$ cat src/rtl/bmi_pkg.sv
package bmi_pkg;
   // Rotator implementation options
   typedef enum int {
      ROT_STAGED = 0,   // log2(W) stages of 2:1 muxes
      ROT_FOLD   = 1    // double-width word shifted once
   } bmi_rot_e;

   localparam int BMI_DEF_WORD_W = 64;
endpackage

$ cat src/rtl/bmi_size_dec.sv
// Finds the element width from the wide flag and the inverted run field.
module bmi_size_dec #(
   parameter int LOG_W = 6,
   localparam int LEN_W = $clog2(LOG_W + 1)
) (
   input  logic             wide,
   input  logic [LOG_W-1:0] run_fld,
   output logic [LEN_W-1:0] len,
   output logic [LOG_W-1:0] lvl,
   output logic             size_ok
);
   logic [LOG_W:0] probe;
   logic           found;

   assign probe = {wide, ~run_fld};

   always_comb begin
      len   = '0;
      found = 1'b0;
      for (int b = 0; b <= LOG_W; b++) begin
         if (probe[b]) begin
            len   = LEN_W'(b);
            found = 1'b1;
         end
      end
   end

   // Mask of element-index bits: low len bits set
   always_comb begin
      for (int b = 0; b < LOG_W; b++) begin
         lvl[b] = (b < int'(len));
      end
   end

   // A width of one bit is not a legal element
   assign size_ok = found && (len != '0);
endmodule

$ cat src/rtl/bmi_elem_gen.sv
// Builds the repeated run-of-ones word for each width, then picks one.
module bmi_elem_gen #(
   parameter int WORD_W = 64,
   localparam int LOG_W = $clog2(WORD_W),
   localparam int LEN_W = $clog2(LOG_W + 1)
) (
   input  logic [LOG_W-1:0]  run_fld,
   input  logic [LEN_W-1:0]  len,
   output logic [WORD_W-1:0] filled
);
   logic [WORD_W-1:0] pat [LOG_W+1];

   assign pat[0] = '0;

   for (genvar k = 1; k <= LOG_W; k++) begin : g_width
      localparam int ES   = 1 << k;
      localparam int REPS = WORD_W / ES;
      logic [k-1:0]  top_idx;
      logic [ES-1:0] elem;

      assign top_idx = run_fld[k-1:0];

      for (genvar i = 0; i < ES; i++) begin : g_bit
         assign elem[i] = (int'(top_idx) >= i);
      end

      assign pat[k] = {REPS{elem}};
   end

   always_comb begin
      filled = '0;
      for (int k = 0; k <= LOG_W; k++) begin
         if (int'(len) == k) filled = pat[k];
      end
   end
endmodule

$ cat src/rtl/bmi_rotator.sv
// Right rotation of a full word, variant picked by parameter.
module bmi_rotator
   import bmi_pkg::*;
#(
   parameter int       WORD_W = 64,
   parameter bmi_rot_e IMPL   = ROT_STAGED,
   localparam int      LOG_W  = $clog2(WORD_W)
) (
   input  logic [WORD_W-1:0] din,
   input  logic [LOG_W-1:0]  amt,
   output logic [WORD_W-1:0] dout
);
   if (IMPL == ROT_STAGED) begin : g_staged
      logic [WORD_W-1:0] stg [LOG_W+1];
      assign stg[0] = din;
      for (genvar j = 0; j < LOG_W; j++) begin : g_stage
         localparam int SH = 1 << j;
         assign stg[j+1] = amt[j] ? {stg[j][SH-1:0], stg[j][WORD_W-1:SH]}
                                  : stg[j];
      end
      assign dout = stg[LOG_W];
   end else begin : g_fold
      logic [2*WORD_W-1:0] dbl;
      assign dbl  = {din, din} >> amt;
      assign dout = dbl[WORD_W-1:0];
   end
endmodule

$ cat src/rtl/bmi_decoder.sv
// Top: decodes {wide, rotation, run} into a repeated, rotated bitmask.
module bmi_decoder
   import bmi_pkg::*;
#(
   parameter int       WORD_W   = BMI_DEF_WORD_W,
   parameter bmi_rot_e ROT_IMPL = ROT_STAGED,
   localparam int      LOG_W    = $clog2(WORD_W),
   localparam int      LEN_W    = $clog2(LOG_W + 1),
   localparam int      CODE_W   = 1 + 2 * LOG_W
) (
   input  logic [CODE_W-1:0] code,
   output logic [WORD_W-1:0] imm_value,
   output logic              imm_valid
);
   if (WORD_W < 4 || (1 << LOG_W) != WORD_W) begin : g_bad_width
      $error("bmi_decoder: WORD_W must be a power of two of at least 4");
   end

   logic             wide;
   logic [LOG_W-1:0] rot_fld;
   logic [LOG_W-1:0] run_fld;
   logic [LEN_W-1:0] len;
   logic [LOG_W-1:0] lvl;
   logic             size_ok;
   logic [WORD_W-1:0] filled;
   logic [LOG_W-1:0] rot_amt;

   assign wide    = code[CODE_W-1];
   assign rot_fld = code[2*LOG_W-1:LOG_W];
   assign run_fld = code[LOG_W-1:0];

   bmi_size_dec #(.LOG_W(LOG_W)) i_size (
      .wide    (wide),
      .run_fld (run_fld),
      .len     (len),
      .lvl     (lvl),
      .size_ok (size_ok)
   );

   bmi_elem_gen #(.WORD_W(WORD_W)) i_elem (
      .run_fld (run_fld),
      .len     (len),
      .filled  (filled)
   );

   assign rot_amt = rot_fld & lvl;

   bmi_rotator #(.WORD_W(WORD_W), .IMPL(ROT_IMPL)) i_rot (
      .din  (filled),
      .amt  (rot_amt),
      .dout (imm_value)
   );

   // Reject a run that would fill its element
   assign imm_valid = size_ok && ((run_fld & lvl) != lvl);
endmodule

$ cat config.mk
export PLATFORM = sky130hd
export DESIGN_NAME = bmi_decoder
export DESIGN_NICKNAME = d
export VERILOG_FILES = /design/src/rtl/bmi_pkg.sv /design/src/rtl/bmi_size_dec.sv /design/src/rtl/bmi_elem_gen.sv /design/src/rtl/bmi_rotator.sv /design/src/rtl/bmi_decoder.sv
export SDC_FILE = /design/constraint.sdc
export NUM_CORES = 1
export LEC_CHECK = 0
export ABC_AREA = 1
export ABC_CLOCK_PERIOD_IN_PS = 2450
export BUFFER_PORTS_ARGS = -buffer_cell sky130_fd_sc_hd__buf_2
export CAP_MARGIN = 20
export CORE_AREA = 2 2 147 113
export DETAILED_ROUTE_END_ITERATION = 7
export DIE_AREA = 0 0 149 115
export PLACE_DENSITY_LB_ADDON = 0.25
export SLEW_MARGIN = 5
export SYNTH_ARGS = -nofsm -noshare
export SYNTH_HDL_FRONTEND = slang
export SYNTH_HIERARCHICAL = 1
export SYNTH_SLANG_ARGS = --single-unit
$ cat constraint.sdc
create_clock -name vclk -period 2.45
set_input_delay 0.3675 -clock vclk [all_inputs]
set_output_delay 0.3675 -clock vclk [all_outputs]
set_load 0.02 [all_outputs]
==> run_results.csv <==
group,metric,value,unit
drt,num_vias,10738,
sta,max_freq,312.0,MHz
grt,antenna_found_initial,0,
cells_and_area,nets,1502,
place,dp_cells,1684,
floorplanning,die_area,17140,sq um
place,dp_slack,-782.7,ps
drt,route.detailed.drc,9,
critical_path,critPathKind,"input port to output pin",
grt,grt-ovfl-total,0,
critical_path,path_cells,"buf_2, buf_4, nand3_2, inv_4, buf_4, nand4_1, buf_4, nand2_1, nor2_1, buf_4, nand4_1, nand2_1, nand3_1, nand3_1, nand3_1, nand3_1, nand2_1, nand2_1, nand2_2, buf_2",
grt,grt_pass1_wl,48750,um
drt,ant_nets,0,
cells_and_area,n_clock_buffer,0,
grt,track_usage,0.3562,
sta,final-setup-viol-count,64,
grt,grt_max_degree,65,
drt,viasPerCell,6.328,
yosys,ys_warn_count,6,
cells_and_area,seq_cell_count,0,
floorplanning,die_h,115,um
floorplanning,initial_core_util,0.3937,
critical_path,path_max_fanout,7,
worst_hold_path,hold_path.class,"input port to output pin",
worst_hold_path,holdPathStages,7,
critical_path,slowest_stage,"nand2_1",
sta,fin_crit_sh,1.308,
worst_hold_path,hold_end,"imm_valid",
floorplanning,pin_count,78,
sta,worstMarginPinSlew,478.1,ps
place,dp_hpwl,24300,um
critical_path,worstSetupEndpointType,"output pin",
critical_path,worstSetupStartpointType,"input port",
outcome,status,"finished with violations",
worst_hold_path,hold_path.startpoint,"code[12]",
critical_path,crit_required,2080,ps
yosys,synth_cell_types,25,
sta,hold_viol_final,0,
critical_path,crit_arrival,2840,ps
sta,max_slew_margin,0.6813,
yosys,synthCells,1358,
drt,drtIter0Drc,1525,
yosys,synth_nets,1371,
yosys,avgSynthCellArea,4.556,sq um
cells_and_area,stdcell_count,1697,
drt,wl,32720,um
cells_and_area,fill_cells,1565,
critical_path,max_stage_delay,220,ps
drt,drt_pre_antenna_iters,8,
yosys,yosysSeqAreaShare,0,
sta,rsz0062_at_grt,"yes",
floorplanning,core,15720,sq um
sta,drv_slew,0,
pwr,total_leakage_power,4.774,nW
pwr,peakVddDrop,0.2434,mV
outcome,violations,"design-rule violations, negative setup slack",
sta,finalWorstSetupSlack,-755.6,ps
cells_and_area,regArea,0,sq um
floorplanning,core.rowCount,40,
drt,post_drt_wl_per_cell,19.28,um
grt,grt_pass1_vias,9131,
cells_and_area,drive_gt1_frac,0.4149,
place,io_buffer_count,78,
place,place.gp.congestion,1.091,
cells_and_area,diodes,0,
flow_run,cap_violations,0,
cells_and_area,area_delta_synth_final,50.88,%
yosys,syn_area,6187,sq um
pwr,power.density,345.8,nW/um^2
sta,min_period,3206,ps
floorplanning,die_w,149,um
[report_power, final]
part / internal [W] / total (W) / switching [W]
clock: 0 / 0 / 0
combinational: 0.00110 / 0.00323 / 0.00213
sequential: 0 / 0 / 0
total: 0.00110 / 0.00323 / 0.00213
[synthesized netlist by cell type]
cell | number | share of area
a21oi_1 | 9 | 0.0073
a21oi_2 | 1 | 0.0014
a31oi_1 | 1 | 0.0010
and2_1 | 1 | 0.0010
buf_1 | 11 | 0.0067
buf_2 | 53 | 0.043
buf_4 | 16 | 0.019
buf_6 | 6 | 0.011
clkbuf_1 | 6 | 0.0036
inv_1 | 37 | 0.022
inv_2 | 11 | 0.0067
inv_4 | 1 | 0.0010
nand2_1 | 519 | 0.31
nand2_2 | 1 | 0.0010
nand3_1 | 556 | 0.45
nand3_2 | 1 | 0.0016
nand3_4 | 1 | 0.0028
nand4_1 | 28 | 0.028
nor2_1 | 38 | 0.023
nor2_2 | 8 | 0.0081
nor2_4 | 2 | 0.0036
nor3_1 | 3 | 0.0024
o21ai_0 | 44 | 0.036
o21ai_1 | 2 | 0.0016
o21ai_2 | 2 | 0.0028
[cell type report]
cell class / count / area, sq um / area share
Timing Repair Buffer: 221 / 1794 / 0.1922
Inverter: 49 / 197.7 / 0.02118
Tap cell: 210 / 262.8 / 0.02815
Multi-Input combinational cell: 1217 / 7081 / 0.7585
[stage by stage]
stage               power (W)  cell area (sq um)  hold WS, ps  utilization  setup TNS (ps)
CTS                  0.002848               8489         1343       0.5402          -39940
finish               0.003228               9335         1346       0.5940          -45210
floorplan            0.001785               6365        924.4            -         -0.2898
detailed placement   0.002614               7650         1315       0.4868          -47780
global placement     0.002609               7650         1324       0.4868          -53740
global route         0.003429               9335         1414       0.5940          -54030
[how the worst max path moves through the flow]
stage	from	slack (ps)	cells past startpoint	endpoint
after global routing	code[1]	-900	24	imm_value[7]
after global placement	code[1]	-880	21	imm_value[40]
after CTS	code[1]	-670	23	imm_value[17]
after detailed placement	code[1]	-780	23	imm_value[17]
after floorplan	code[1]	-0.3	20	imm_value[39]
final	code[4]	-760	20	imm_value[43]
[repair_timing]
| item | 4_1_cts | 5_1_grt |
|---|---|---|
| gates cloned | 1 | 0 |
| hold buffers | 0 | 0 |
| resized for setup | 191 | 176 |
| setup buffers | 5 | 7 |
| setup endpoints to repair | 64 | 64 |
| hold endpoints to repair | 0 | 0 |
| pin swaps | 53 | 40 |
[critical path, delay by kind of cell]
| family | cells | cell delay, ps |
|---|---|---|
| AND/OR/NAND/NOR | 13 | 1540 |
| buffers and inverters | 7 | 910 |
[per-layer routing]
| metal | wire length (um) | GRT usage |
|---|---|---|
| met2 | 13400 | 0.5330 |
| met5 | 0 | 0 |
| met1 | 12570 | 0.4855 |
| met3 | 5038 | 0.1091 |
| met4 | 1718 | 0.1213 |
[cells by family (layout without fill, tap and decap cells)]
logic type	after synthesis	in the layout	share of synthesized area
buf+inv	141	270	0.1136
compound gates	59	59	0.04975
simple gates	1158	1158	0.8366
[placed cells by master (no fill, tap or decap)]
| cell | instances |
|---|---|
| nor3_4 | 1 |
| nand3_1 | 328 |
| nor3_1 | 1 |
| a21oi_1 | 7 |
| buf_6 | 14 |
| nand4_1 | 28 |
| a21oi_4 | 1 |
| buf_12 | 14 |
| inv_2 | 11 |
| clkinv_1 | 2 |
| inv_4 | 4 |
| nand2_4 | 2 |
| nor2_4 | 4 |
| nand2_2 | 118 |
| clkinvlp_4 | 1 |
| nor2_1 | 31 |
| nand2_1 | 400 |
| bufbuf_16 | 1 |
| inv_1 | 31 |
| o21ai_0 | 36 |
| nor2_2 | 13 |
| buf_4 | 145 |
| nor3_2 | 1 |
| and2_4 | 1 |
| nand3_2 | 220 |
| a31oi_1 | 1 |
| a21oi_2 | 2 |
| nand3_4 | 10 |
| o21ai_2 | 7 |
| o21ai_1 | 5 |
| buf_2 | 47 |
Note: power is estimated with default switching activity, not from simulation.
